$ cat src/rtl/tatg_pkg.sv
package tatg_pkg;
  localparam int unsigned EN_BOT   = 0;
  localparam int unsigned EN_TOP   = 1;
  localparam int unsigned EN_MBASE = 2;

  typedef enum logic {SLOPE_DOWN = 1'b0, SLOPE_UP = 1'b1} slope_e;

  function automatic int unsigned en_up_bit(input int unsigned k);
    return EN_MBASE + 2 * k;
  endfunction

  function automatic int unsigned en_dn_bit(input int unsigned k);
    return EN_MBASE + 2 * k + 1;
  endfunction
endpackage

$ cat src/rtl/tatg_counter.sv
module tatg_counter
  import tatg_pkg::*;
#(
  parameter int unsigned CW = 16
) (
  input  logic          clk,
  input  logic          rst,
  input  logic [CW-1:0] period,
  output logic [CW-1:0] cnt,
  output slope_e        arr_slope,
  output logic          run,
  output logic          top_raw,
  output logic          bot_raw
);
  slope_e      head;
  logic [CW:0] nxt_up;
  logic        hit_top;
  logic        hit_bot;

  assign nxt_up  = {1'b0, cnt} + {{CW{1'b0}}, 1'b1};
  assign hit_top = (nxt_up >= {1'b0, period});
  assign hit_bot = (cnt == {{(CW-1){1'b0}}, 1'b1});

  always_ff @(posedge clk) begin
    if (rst) begin
      cnt       <= '0;
      head      <= SLOPE_UP;
      arr_slope <= SLOPE_UP;
      run       <= 1'b0;
      top_raw   <= 1'b0;
      bot_raw   <= 1'b0;
    end else begin
      run <= 1'b1;
      if (head == SLOPE_UP) begin
        cnt       <= nxt_up[CW-1:0];
        arr_slope <= SLOPE_UP;
        top_raw   <= hit_top;
        bot_raw   <= 1'b0;
        head      <= hit_top ? SLOPE_DOWN : SLOPE_UP;
      end else begin
        cnt       <= cnt - {{(CW-1){1'b0}}, 1'b1};
        arr_slope <= SLOPE_DOWN;
        top_raw   <= 1'b0;
        bot_raw   <= hit_bot;
        head      <= hit_bot ? SLOPE_UP : SLOPE_DOWN;
      end
    end
  end

  // every clock out of reset moves the counter by exactly one
  assert_step_one_R2: assert property (@(posedge clk) disable iff (rst)
    run |=> (cnt == CW'($past(cnt) + 1'b1)) || (cnt == CW'($past(cnt) - 1'b1)));

  // a top turn is reached going up and leaves going down
  assert_top_turn_R2: assert property (@(posedge clk) disable iff (rst)
    top_raw |-> (arr_slope == SLOPE_UP) && (head == SLOPE_DOWN));

  // a bottom turn sits at zero, reached going down
  assert_bot_turn_R2: assert property (@(posedge clk) disable iff (rst)
    bot_raw |-> (cnt == '0) && (arr_slope == SLOPE_DOWN) && (head == SLOPE_UP));
endmodule

$ cat src/rtl/tatg_skip.sv
module tatg_skip #(
  parameter int unsigned SKW = 4
) (
  input  logic           clk,
  input  logic           rst,
  input  logic           raw,
  input  logic [SKW-1:0] skip_n,
  output logic           pass
);
  logic [SKW-1:0] seen;

  assign pass = raw && (seen >= skip_n);

  always_ff @(posedge clk) begin
    if (rst) begin
      seen <= '0;
    end else if (raw) begin
      seen <= pass ? '0 : seen + 1'b1;
    end
  end

  // R3 (and R4 for the bottom instance): a passed event restarts the count
  assert_skip_clear_R3: assert property (@(posedge clk) disable iff (rst)
    pass |=> (seen == '0));

  // without a turning event the count holds
  assert_skip_hold_R3: assert property (@(posedge clk) disable iff (rst)
    !raw |=> $stable(seen));
endmodule

$ cat src/rtl/tatg_match.sv
module tatg_match
  import tatg_pkg::*;
#(
  parameter int unsigned CW   = 16,
  parameter int unsigned NCMP = 3
) (
  input  logic [CW-1:0]      cnt,
  input  slope_e             arr_slope,
  input  logic               run,
  input  logic [NCMP*CW-1:0] cmp_vals,
  input  logic [NCMP-1:0]    en_up,
  input  logic [NCMP-1:0]    en_dn,
  input  logic               hiacc,
  output logic               hit
);
  logic [NCMP-1:0] up_hit;
  logic [NCMP-1:0] dn_hit;

  for (genvar k = 0; k < NCMP; k++) begin : g_cmp
    logic eq;
    assign eq        = run && (cnt == cmp_vals[k*CW +: CW]);
    assign up_hit[k] = eq && (arr_slope == SLOPE_UP) && en_up[k];
    assign dn_hit[k] = eq && (arr_slope == SLOPE_DOWN) && en_dn[k] && hiacc;
  end

  assign hit = (|up_hit) || (|dn_hit);
endmodule

$ cat src/rtl/tri_adc_trig.sv
module tri_adc_trig
  import tatg_pkg::*;
#(
  parameter int unsigned CW   = 16,
  parameter int unsigned NCMP = 3,
  parameter int unsigned SKW  = 4,
  localparam int unsigned ENW = EN_MBASE + 2 * NCMP
) (
  input  logic               clk,
  input  logic               rst,
  input  logic [CW-1:0]      period,
  input  logic [NCMP*CW-1:0] cmp_vals,
  input  logic [ENW-1:0]     trig_en,
  input  logic               hiacc,
  input  logic [SKW-1:0]     skip_n,
  output logic               trig,
  output logic               top_evt,
  output logic               bot_evt
);
  logic [CW-1:0]   cnt;
  slope_e          arr_slope;
  logic            run;
  logic            top_raw;
  logic            bot_raw;
  logic            match_hit;
  logic [NCMP-1:0] en_up;
  logic [NCMP-1:0] en_dn;

  for (genvar k = 0; k < NCMP; k++) begin : g_en
    assign en_up[k] = trig_en[en_up_bit(k)];
    assign en_dn[k] = trig_en[en_dn_bit(k)];
  end

  tatg_counter #(.CW(CW)) u_cnt (
    .clk(clk), .rst(rst), .period(period), .cnt(cnt),
    .arr_slope(arr_slope), .run(run), .top_raw(top_raw), .bot_raw(bot_raw)
  );

  tatg_skip #(.SKW(SKW)) u_skip_top (
    .clk(clk), .rst(rst), .raw(top_raw), .skip_n(skip_n), .pass(top_evt)
  );

  tatg_skip #(.SKW(SKW)) u_skip_bot (
    .clk(clk), .rst(rst), .raw(bot_raw), .skip_n(skip_n), .pass(bot_evt)
  );

  tatg_match #(.CW(CW), .NCMP(NCMP)) u_match (
    .cnt(cnt), .arr_slope(arr_slope), .run(run), .cmp_vals(cmp_vals),
    .en_up(en_up), .en_dn(en_dn), .hiacc(hiacc), .hit(match_hit)
  );

  assign trig = match_hit
             || (top_evt && trig_en[EN_TOP])
             || (bot_evt && trig_en[EN_BOT] && hiacc);

  // nothing fires before the counter has made its first step
  assert_quiet_start_R1: assert property (@(posedge clk) disable iff (rst)
    !run |-> !trig && !top_evt && !bot_evt);

  // the start-up zero is never taken as a match
  assert_no_start_match_R9: assert property (@(posedge clk) disable iff (rst)
    !run |-> !match_hit);

  // outside high-accuracy mode only the top turn can add to the matches
  assert_bot_gate_R8: assert property (@(posedge clk) disable iff (rst)
    (!hiacc && !match_hit) |-> (trig == (top_evt && trig_en[EN_TOP])));

  // top and bottom events never share a cycle
  assert_turn_excl_R2: assert property (@(posedge clk) disable iff (rst)
    !(top_evt && bot_evt));
endmodule

$ cat config.mk
export PLATFORM = sky130hd
export DESIGN_NAME = tri_adc_trig
export DESIGN_NICKNAME = d
export VERILOG_FILES = /design/src/rtl/tatg_pkg.sv /design/src/rtl/tatg_counter.sv /design/src/rtl/tatg_skip.sv /design/src/rtl/tatg_match.sv /design/src/rtl/tri_adc_trig.sv
export SDC_FILE = /design/constraint.sdc
export NUM_CORES = 1
export LEC_CHECK = 0
export BUFFER_PORTS_ARGS = -buffer_cell sky130_fd_sc_hd__buf_2
export CORE_MARGIN = 2
export CORE_UTILIZATION = 57
export CTS_BUF_LIST = sky130_fd_sc_hd__clkbuf_16
export DETAILED_ROUTE_END_ITERATION = 16
export PLACE_DENSITY_LB_ADDON = 0.08
export SYNTH_ARGS = -nofsm -noshare
export SYNTH_HDL_FRONTEND = slang
export SYNTH_SLANG_ARGS = --single-unit
export TNS_END_PERCENT = 50
$ cat constraint.sdc
create_clock -name clk -period 5.49 [get_ports clk]
set_clock_uncertainty 0.15 [all_clocks]
set_input_delay 0.549 -clock clk [delete_from_list [all_inputs] [get_ports clk]]
set_output_delay 0.549 -clock clk [all_outputs]
set_load 0.01 [all_outputs]
Word-level counts from Yosys, hierarchy flattened
Index checks and enable logic that the tools add are counted.
- $add $sub $neg: 4
- order comparisons: 3
- equal/unequal tests: 4
- mux-type cells: 8
- bitwise operators: 2
- reductions and logical operators: 30
- operators with widths (cell ; number):
    16-bit equality test ; 3
    1-bit logical AND ; 23
    16-bit by 1-bit adder with 17-bit output, second input constant ; 1
    17-bit by 16-bit greater-or-equal comparator with 1-bit output ; 1
    16-bit by 1-bit equality test with 1-bit output, second input constant ; 1
    16-bit two-way mux ; 1
    16-bit by 1-bit subtractor with 16-bit output, second input constant ; 1
    4-bit by 1-bit adder with 4-bit output, second input constant ; 2
    4-bit greater-or-equal comparator ; 2
    4-bit two-way mux ; 2
    3-bit OR reduction ; 2
    1-bit two-way mux ; 5
    2-bit OR reduction ; 2
    1-bit logical OR ; 3
    1-bit inverter ; 2
- register bits: 29
- input bits: 79
- output and inout port bits: 3
- logic and storage cells: 59

Logic depth before layout (Yosys ltp)
Gate-level depths: netlist of run 1.
- depth in word-level cells: 9
- gate-level depth with buffers: 12
- mapped depth without buffers: 12

Cells and area by module
From an unflattened synthesis of run 1, not the netlist that was laid out.
- cells, all modules: 367
- area, all modules: 2947.8 um^2
- modules (own cells, without submodules) (module ; times used ; cells each ; area an instance (um^2) ; sequential area each (um^2)):
    tatg_counter ; 1 ; 219 ; 1705.4 ; 420.4
    tatg_skip ; 2 ; 35 ; 322.8 ; 80.1
    tatg_match ; 1 ; 75 ; 583.1 ; 0.0
    tri_adc_trig ; 1 ; 3 ; 13.8 ; 0.0

Worst setup path after synthesis of run 1
No wires, ideal clock.
- kind: reg2reg
- start point: register u_cnt.cnt[6]
- end point: register u_cnt.head
- setup time: 0.122 ns
- arrival time: 2.395 ns
- data required time: 5.218 ns
- slack: 2.823 ns
- cell stages (with the launch flop): 13
- path buffers: 1
- period minus slack after synthesis: 2.667 ns
- cell sequence: dfxtp_1 buf_2 nand4_1 nor3_1 nand3_1 xnor2_1 ha_1 nand4_1 nor2_1 a211oi_1 a21oi_1 o31ai_1 a311o_1
- word-level cells in the longest chain between the ends: 4
- elaborated cells on any way between the ends: 6
- those cells by class: 1 x add/sub; 1 x order compare; 1 x eq/ne; 3 x mux
- ends and longest elaborated chain (what ; RTL line ; source):
    start, declared ; tatg_counter.sv:9 ; output logic [CW-1:0] cnt,
    start signal, assigned ; tatg_counter.sv:35 ; cnt <= nxt_up[CW-1:0];
    start signal, assigned ; tatg_counter.sv:41 ; cnt <= cnt - {{(CW-1){1'b0}}, 1'b1};
    16-bit by 1-bit adder with 17-bit output ; tatg_counter.sv:20 ; assign nxt_up = {1'b0, cnt} + {{CW{1'b0}}, 1'b1};
    17-bit by 16-bit greater-or-equal comparator with 1-bit output ; tatg_counter.sv:21 ; assign hit_top = (nxt_up >= {1'b0, period});
    1-bit two-way mux ; tatg_counter.sv:39 ; head <= hit_top ? SLOPE_DOWN : SLOPE_UP;
    1-bit two-way mux (*) ; tatg_counter.sv:34 ; if (head == SLOPE_UP) begin
    end signal, assigned ; tatg_counter.sv:39 ;
    end signal, assigned ; tatg_counter.sv:45 ; head <= hit_bot ? SLOPE_UP : SLOPE_DOWN;
    end, declared ; tatg_counter.sv:15 ; slope_e head;
Every way passes the cells marked *; elsewhere a longest branch is shown, timed or not.
A chain may end at the register's enable or synchronous reset.

Worst setup path in the final report of run 1
- start point: register u_cnt.cnt[0]
- end point: register u_cnt.top_raw
- word-level cells in the longest chain between the ends: 2
- ends and longest elaborated chain (what ; RTL line ; source):
    16-bit by 1-bit adder with 17-bit output ; tatg_counter.sv:20 ;
    17-bit by 16-bit greater-or-equal comparator with 1-bit output ; tatg_counter.sv:21 ;
    end signal, assigned ; tatg_counter.sv:37 ; top_raw <= hit_top;
    end, declared ; tatg_counter.sv:12 ; output logic top_raw,
Every way passes these cells.

==> qor.txt, run 1 <==
Outcome - finished clean
Nets - 525
Final slew viol count - 0
Post-synthesis xor/xnor area fraction - 0.256
Top FF cell, synth - dfxtp_1
Tot Pwr - 0.716 mW
Startpoint class of the critical path - flop
Largest net degree at the start of global routing - 19
Number of synthesized register bits - 29
Critical path's largest stage delay - 630 ps
Core region area - 0.00472 sq mm
Synth Area in Compound Gates - 0.102
Sink Count - 29
Via density - 5.41
Setup bufs post-CTS - 0
Number of global-route vias before repair - 2486
Mux contribution to synthesized area - 0.00713
Cell area power density - 216 mW/mm^2
Synth Area in Adders - 0.129
Starting density of the core - 0.595
Peak supply drop - 177 uV
Die area - 0.00551 sq mm
First-pass GRT wire length - 11.2 mm
Arr. time, crit path - 3400 ps
Synth top cells by count - 53 x xor2_1, 36 x nor2_1, 29 x dfxtp_1, 29 x ha_1, 29 x xnor2_1
TNS Setup - 0 ps
Non-filler cells, final - 485
Synth top area cells - dfxtp_1 21%, xor2_1 17%, ha_1 13%
PortBufs - 81
HP Class - flop to flop
IO Pins - 82
Die height - 74.2 microns
Reg clk slew, reported paths - 50 ps
DRC - 0
EDFF count, synth - 0
Routability congestion estimate - 0.871
FP Rows - 25
Syn Inst Count - 349
Ant. Diodes - 0
Hold buffer count at cts - 0
Max Root-Sink Buffers - 2
First-iteration detailed-routing DRC count - 110
Final setup viols - 0
Global route overflow - 0
RSZ-0062 raised after global routing - no
Worst slew pin tran - 615 ps
Routed vias - 2624
Core Util, Final - 0.703
Share of layout cells above drive strength 1 - 0.225
Top-area cell type share of the netlist area - 0.207
Crit-path cells - ha_1, nand2_1, nor3_1, nand3_1, xnor2_1, ha_1, nand4_1, nor2_1, a211oi_1, a21oi_1, nor3_1, a2111oi_1
Main combinational cell family by area after synthesis - XOR/XNOR gates
Initial antenna violation count - 0
Slew HR - 0.590
H-tree levels - 2
Leak Pwr - 1.64 nW
Synth warn - 0
Crit-path max FO - 14
Final WL - 7.04 mm
Type of element capturing the critical path - flop
Post-CTS Resized - 0
Register area share after synthesis - 0.207
Clock latency on the worst-skew pair - 270 ps
Most numerous cell in the Yosys netlist - xor2_1
CP required - 5480 ps
Final Hold Fails - 0
Fin crit period - 3420 ps
Syn Area/Cell - 8.05 sq um
Crit share post-route - 0.623
Async SR Flop Fraction - 0
Area Overhead vs Synth - 18.3%
Max-Cap Viols - 0
Post-synthesis simple-gate area fraction - 0.221
Fmax - 0.293 GHz
Final HPWL DP - 5.59 mm
Mapped Area - 0.00281 sq mm
Cell taking the most area after synthesis - dfxtp_1
1st-pass router iterations - 4
CTS buffer count - 5
Netlist cell types - 50
Cells after DPL - 477
CTS tree - done
Total GRT Usage - 0.265
Synth Net Count - 457
Filler cells - 411
Die Span X - 74.2 microns
Crit Path Category - flop to flop
Root Driver - clkbuf_16
Slowest-stage cell, CP - dfxtp_1
Routed WL per cell - 14.5 microns
Antenna Nets Post-Route - 0
==> through the flow <==
| stage | hold WS [ps] | setup WS, ps | area, sq um |
|---|---|---|---|
| 3_5_place_dp | 369 | 2140 | 3180 |
| 5_1_grt | 404 | 1840 | 3320 |
| 3_3_place_gp | 351 | 2310 | 3180 |
| 2_1_floorplan | 333 | 2820 | 2810 |
| 4_1_cts | 382 | 2120 | 3320 |
| 6_report | 377 | 2070 | 3320 |
==> layer usage <==
layer	GRT usage	share of wire
met1	0.329	0.43
met2	0.464	0.51
met3	0.0474	0.053
met4	0.0828	0.013
met5	0	0
==> worst max-delay path: cells and delay by family (launching register included) <==
family / cells / cell delay, ps
and+or+nand+nor: 6 / 1020
AOI/OAI and AO/OA: 3 / 680
adders and majority gates: 2 / 640
DFF: 1 / 630
xor gates and xnor gates: 1 / 170
==> power breakdown <==
group | internal [mW] | total (mW) | switching [mW]
combinational | 0.101 | 0.196 | 0.0956
clock | 0.164 | 0.251 | 0.0874
sequential | 0.224 | 0.269 | 0.0456
total | 0.488 | 0.716 | 0.229
==> area by class of cell <==
cell class,count,area [sq um],share of cell area
clock buffer,5,125,0.0377
clock inverter,3,13.8,0.00414
inverter,28,105,0.0316
multi-input combinational,272,2010,0.605
sequential,29,581,0.175
tap,67,83.8,0.0252
timing repair buffer,81,405,0.122
==> state kept, by name, summed over array words and instances, names as in the netlist <==
register / flops
u_cnt.run: 1
u_skip_top.seen: 4
u_cnt.arr_slope: 1
u_skip_bot.seen: 4
u_cnt.bot_raw: 1
u_cnt.head: 1
u_cnt.cnt: 16
u_cnt.top_raw: 1
==> cell families after synthesis <==
group / Yosys count
AOI/OAI and AO/OA: 43
xor gates and xnor gates: 82
adders and majority gates: 29
buffers and inverters: 48
DFF: 29
muxes: 2
and+or+nand+nor: 116
==> placed cells by master (no fill, tap or decap), drive strengths merged, types with 2 or more instances in the layout <==
cell and instances:
buf 81, inv 28, nand4 19, o211a 2, a211oi 4, and2 2, xnor2 29, nand3 12
and3 3, ha 29, or4 2, a21oi 10, nor3 7, nor2 36, dfxtp 29, mux2i 2
clkinv 3, and4 2, o21ai 11, nor4 12, o22ai 2, nand2 12, a22oi 2, nor2b 4
clkbuf 5, or3 2, xor2 53
==> worst paths after layout <==
check,endpoint,cells after the start,start,slack (ps)
max,u_cnt.top_raw,12,u_cnt.cnt[0],2070
min,u_skip_bot.seen[3],2,u_skip_bot.seen[3],380
max reg2reg,u_cnt.top_raw,12,u_cnt.cnt[0],2070
min reg2reg,u_skip_bot.seen[3],2,u_skip_bot.seen[3],380
Power figures use the tool's default switching activity.
==> run 2, diff against run 1 <==
--- a/config.mk
+++ b/config.mk
@@ -7,7 +7,7 @@
 export LEC_CHECK = 0
 export BUFFER_PORTS_ARGS = -buffer_cell sky130_fd_sc_hd__buf_2
 export CORE_MARGIN = 2
-export CORE_UTILIZATION = 57
+export CORE_UTILIZATION = 48
 export CTS_BUF_LIST = sky130_fd_sc_hd__clkbuf_16
 export DETAILED_ROUTE_END_ITERATION = 16
 export PLACE_DENSITY_LB_ADDON = 0.08
==> constraint.sdc (replaced) <==
create_clock -name clk -period 2.8 [get_ports clk]
set_clock_uncertainty 0.15 [all_clocks]
set_input_delay 0.28 -clock clk [delete_from_list [all_inputs] [get_ports clk]]
set_output_delay 0.28 -clock clk [all_outputs]
set_load 0.01 [all_outputs]
==> qor.txt, run 2 (synthesis gave the netlist of run 1 again) <==
Outcome - finished clean
1st-pass router iterations - 5 (+1)
Hold Slack - 258 ps (-119 ps)
Leak Pwr - 1.85 nW (+13%)
Commonest non-fill, non-tap cell in the layout - buf_2
Met1 usage - 0.286 (-0.0436)
Global route overflow - 0 (unchanged)
Worst slew pin tran - 487 ps (-128 ps)
Fmax - 0.368 GHz (+26%)
Type of element capturing the critical path - flop
Nets - 555 (+5.7%)
Cells after DPL - 504 (+5.7%)
Starting density of the core - 0.504 (-0.0908)
Critical path's largest stage delay - 380 ps (-250 ps)
Core region area - 0.00557 sq mm (+18%)
H-tree levels - 2 (unchanged)
First-pass GRT wire length - 12.3 mm (+9.3%)
Reg2reg setup slack - 80 ps (-1990 ps)
Largest net degree at the start of global routing - 19 (unchanged)
WP depth - 11 (-1)
Number of global-route vias before repair - 2686 (+8.0%)
Max FFs per register - 16 (unchanged)
Via density - 5.41 (about the same)
Die Span X - 80.5 microns (+8.5%)
FP Rows - 27 (+8.0%)
Final slew viol count - 0 (unchanged)
Critical Path Sink - u_cnt.top_raw
Final HPWL DP - 6.12 mm (+9.5%)
Crit share post-route - 0.970 (+0.347)
CP required - 2810 ps (-2670 ps)
Root Driver - clkbuf_16
CTS tree - done
Slew HR - 0.675 (+0.0854)
IO Pins - 82 (unchanged)
Clock latency on the worst-skew pair - 270 ps (about the same)
Max Root-Sink Buffers - 2 (unchanged)
Reg-to-reg endpoint - u_cnt.top_raw
Crit Path Category - flop to flop
Routability congestion estimate - 0.942 (+8.1%)
Setup WS pre-CTS - 56.2 ps (-2090 ps)
GRT met2 Usage - 0.453 (-0.0110)
Crit-path cells - and3_4, and4_4, nand4_1, xnor2_2, ha_1, nand4_1, nor2_2, a211oi_2, a21oi_2, nor3_1, a2111oi_1
Total GRT Usage - 0.243 (-0.0218)
Core Util, Final - 0.660 (-0.0429)
Non-filler cells, final - 520 (+7.2%)
Fin crit period - 2720 ps (-702 ps)
Tot Pwr - 1.57 mW (+120%)
Final worst setup slack - 83.9 ps (-1990 ps)
Sink Count - 29 (unchanged)
Area Overhead vs Synth - 31.0%
Cell area power density - 426 mW/mm^2 (+98%)
Final setup viols - 0 (unchanged)
PortBufs - 81 (unchanged)
Reg-to-reg startpoint - u_cnt.cnt[3]
Top reg by flops - u_cnt.cnt
Final Hold Fails - 0 (unchanged)
Biggest registers after layout - u_cnt.cnt x16, u_skip_bot.seen x4, u_skip_top.seen x4
DRC - 0 (unchanged)
Reg2Reg Depth - 11 (-1)
Crit-path max FO - 4 (-10)
Met3 Usage GRT - 0.0438 (-0.00361)
Most common cell on crit path - nand4_1
Startpoint class of the critical path - flop
Ant. Diodes - 0 (unchanged)
Routed vias - 2815 (+7.3%)
HP Class - primary input to flop
Initial antenna violation count - 0 (unchanged)
Die height - 80.5 microns (+8.5%)
Routed WL per cell - 15.0 microns (+3.7%)
CTS buffer count - 5 (unchanged)
RSZ-0062 raised after global routing - yes
Reg clk slew, reported paths - 50 ps (about the same)
Busiest grt layer - met2
Crit-path leading delay family - simple AND/OR/NAND/NOR gates
Antenna Nets Post-Route - 0 (unchanged)
Die area - 0.00648 sq mm (+18%)
Crit path buffers/inverters - 0 (unchanged)
Slowest-stage cell, CP - a2111oi_1
Max-Cap Viols - 0 (unchanged)
Peak supply drop - 403 uV (+130%)
First-iteration detailed-routing DRC count - 156 (+42%)
Crit path from - u_cnt.cnt[3]
Leading cell types in the layout, fill and taps excluded - 81 x buf_2, 53 x xor2_1, 34 x nor2_1
Arr. time, crit path - 2720 ps (-680 ps)
Final WL - 7.82 mm (+11%)
Share of layout cells above drive strength 1 - 0.324 (+0.0988)
## run 2: through the flow
step / instance area, sq um / setup TNS [ps]
final: 3680 / 0
after global routing: 3680 / -96.4
after CTS: 3520 / 0
after detailed placement: 3350 / 0
after global placement: 3350 / 0
after floorplan: 2810 / 0
## run 2: power breakdown
group	leakage (nW)	total [mW]	internal (mW)	switching, mW
Combinational	1.53	0.502	0.237	0.265
Clock	0.0826	0.595	0.412	0.182
Sequential	0.237	0.472	0.439	0.0323
## run 2: cell type report
type	instances	area [sq um]
Fill cell	514	1890
Tap cell	72	90.1
Inverter	28	105
Timing Repair Buffer	111	638
Multi-Input combinational cell	272	2100
Clock inverter	3	37.5
Sequential cell	29	586
Clock buffer	5	125
## run 2: worst register-to-register path, stage by stage (launching register included)
cell and delay (ps):
dfxtp_2 340, and3_4 180, and4_4 250, nand4_1 180, xnor2_2 210, ha_1 290, nand4_1 160, nor2_2 160
a211oi_2 100, a21oi_2 140, nor3_1 70, a2111oi_1 380
## run 2: worst min-delay path by stage
stage                                  start                  to  slack [ps]  depth (start not counted)
after floorplan           u_skip_bot.seen[3]  u_skip_bot.seen[3]         330                          2
after global placement    u_skip_bot.seen[3]  u_skip_bot.seen[3]         350                          2
after detailed placement  u_skip_top.seen[3]  u_skip_top.seen[3]         360                          2
after CTS                                rst        u_cnt.cnt[0]         250                          2
after global routing                     rst        u_cnt.cnt[0]         270                          2
final                                    rst       u_cnt.cnt[11]         260                          2
## run 2: timing repair
item,CTS,global route
resized for setup,0,27
hold buffers,0,0
buffers inserted,0,8
setup endpoints to repair,0,3
## run 2: per-layer routing
metal | part of all wire | wire length [microns] | vias up
met2 | 0.54 | 4200 | 62
met1 | 0.42 | 3250 | 1348
li1 | - | - | 1397
met5 | 0 | 0 | -
met4 | 0.010 | 78 | 0
met3 | 0.037 | 287 | 8
==> run 3, diff against run 2 <==
--- a/config.mk
+++ b/config.mk
@@ -7,7 +7,7 @@
 export LEC_CHECK = 0
 export BUFFER_PORTS_ARGS = -buffer_cell sky130_fd_sc_hd__buf_2
 export CORE_MARGIN = 2
-export CORE_UTILIZATION = 48
+export CORE_UTILIZATION = 41
 export CTS_BUF_LIST = sky130_fd_sc_hd__clkbuf_16
 export DETAILED_ROUTE_END_ITERATION = 16
 export PLACE_DENSITY_LB_ADDON = 0.08
==> qor.txt, run 3 (synthesis gave the netlist of run 1 again) <==
Core region area - 0.00672 sq mm (+21%)
Clock latency on the worst-skew pair - 270 ps (about the same)
Routed WL per cell - 14.3 microns (-5.0%)
IO Pins - 82 (unchanged)
Worst slew pin tran - 467 ps (-20.3 ps)
Final setup viols - 0 (unchanged)
Leak Pwr - 1.80 nW (-2.7%)
Crit Path Category - flop to flop
First-pass GRT wire length - 12.2 mm (-0.39%)
Area Overhead vs Synth - 28.6%
CTS tree - done
Root Driver - clkbuf_16
Total GRT Usage - 0.205 (-0.0379)
Max-Cap Viols - 0 (unchanged)
Peak supply drop - 275 uV (-32%)
Slew HR - 0.686 (+0.0111)
CTS buffer count - 5 (unchanged)
Top layer in use - met4
First-iteration detailed-routing DRC count - 74 (-53%)
Final slew viol count - 0 (unchanged)
Final Cell Area - 0.00361 sq mm (-1.8%)
Startpoint class of the critical path - flop
Starting density of the core - 0.418 (-0.0859)
Max FFs per register - 16 (unchanged)
Commonest non-fill, non-tap cell in the layout - buf_2
Leading cell types in the layout, fill and taps excluded - 81 x buf_2, 53 x xor2_1, 34 x nor2_1
Global route overflow - 0 (unchanged)
Top reg by flops - u_cnt.cnt
HP Class - primary input to flop
Share of layout cells above drive strength 1 - 0.318 (-0.00538)
Via density - 5.08 (-6.1%)
Max Root-Sink Buffers - 2 (unchanged)
PortBufs - 81 (unchanged)
Routed vias - 2658 (-5.6%)
Outcome - finished clean
Die height - 86.8 microns (+7.8%)
Cells after DPL - 513 (+1.8%)
Fmax - 0.369 GHz (+0.25%)
Hold Startpoint - rst
1st-pass router iterations - 4 (-1)
RSZ-0062 raised after global routing - yes
Die area - 0.00753 sq mm (+16%)
Biggest registers after layout - u_cnt.cnt x16, u_skip_bot.seen x4, u_skip_top.seen x4
CP required - 2790 ps (-20 ps)
Met2 WL - 3.83 mm (-8.7%)
Arr. time, crit path - 2700 ps (-20 ps)
Core Util, Final - 0.538 (-0.123)
Routability congestion estimate - 0.922 (-2.1%)
Filler cells - 669 (+30%)
Sink Count - 29 (unchanged)
Type of element capturing the critical path - flop
Final HPWL DP - 6.17 mm (+0.79%)
Largest net degree at the start of global routing - 19 (unchanged)
Crit path from - u_cnt.cnt[4]
Cell area power density - 408 mW/mm^2 (-4.3%)
Number of global-route vias before repair - 2569 (-4.4%)
Reg-to-reg startpoint - u_cnt.cnt[4]
Reg2reg setup slack - 90 ps (about the same)
Ant. Diodes - 0 (unchanged)
Final Hold Fails - 0 (unchanged)
Post-DP Area - 0.00337 sq mm (+0.52%)
FP Rows - 30 (+11%)
Non-filler cells, final - 523 (+0.58%)
Die Span X - 86.8 microns (+7.8%)
Register area - 591 sq um (+0.85%)
Met3 WL post-DR - 271 microns (-5.6%)
Reg clk slew, reported paths - 50 ps (about the same)
Final WL - 7.47 mm (-4.5%)
Tot Pwr - 1.47 mW (-6.1%)
Area occupied by multi-input gates - 0.00208 sq mm (-1.0%)
Crit share post-route - 0.968 (-0.00239)
Fin crit period - 2710 ps (-6.70 ps)
Antenna Nets Post-Route - 0 (unchanged)
H-tree levels - 2 (unchanged)
TNS Setup - 0 ps (unchanged)
Crit-path max FO - 4 (unchanged)
Met1 wire length - 3.32 mm (+1.9%)
DRC - 0 (unchanged)
Nets - 550 (-0.90%)
Initial antenna violation count - 0 (unchanged)
-- run 3: cell types whose count changed in the layout (fill, tap and decap cells not counted), moves of 2 or more --
cell	before	now
a211oi_1	1	3
buf_4	28	24
dfxtp_1	25	23
a211oi_2	3	1
clkinv_2	0	2
-- run 3: area by class of cell --
cell class	instances	share of cell area
well taps	80	0.0277
clock inverters	3	0.00485
flip-flops and latches	29	0.163
inverters	28	0.0291
multi-input cells	272	0.575
repair buffers	106	0.165
clock buffers	5	0.0346
-- run 3: where the power goes --
part	internal, mW	switching, mW	leakage, nW
Combinational	0.234	0.261	1.49
Sequential	0.440	0.0282	0.238
Clock	0.325	0.184	0.0696
-- run 3: repair_timing --
action | in CTS | in global routing
gates cloned | 0 | 0
setup endpoints to repair | 2 | 2
pin swaps | 0 | 13
hold buffers | 0 | 0
endpoints found under the hold margin | 0 | 0
gates resized for setup | 3 | 22
buffers inserted | 0 | 2
-- run 3: routing by layer --
metal,track usage,up-vias
met5,0,-
met4,0.0369,0
met3,0.0400,4
met2,0.362,48
met1,0.262,1215
li1,-,1391
-- run 3: critical path, cell delays in order, from the launching register on --
cell,delay [ps]
dfxtp_2,350
and3_4,200
and4_4,250
nand2_2,80
xnor2_2,140
ha_1,290
nand4_1,130
nor3_2,200
nor2_1,70
a211oi_2,220
nor3_1,70
a2111oi_1,410
-- run 3: final timing paths --
kind,endpoint,depth (start not counted)
max,u_cnt.top_raw,11
min,u_cnt.cnt[0],2
max reg2reg,u_cnt.top_raw,11
min reg2reg,u_skip_top.seen[3],2
-- run 3: through the flow --
step / hold WS (ps) / setup WS, ps
floorplan: 333 / 133
global placement: 357 / 68.3
detailed placement: 363 / -56.7
CTS: 245 / 15.8
global route: 269 / -31.9
finish: 235 / 90.6
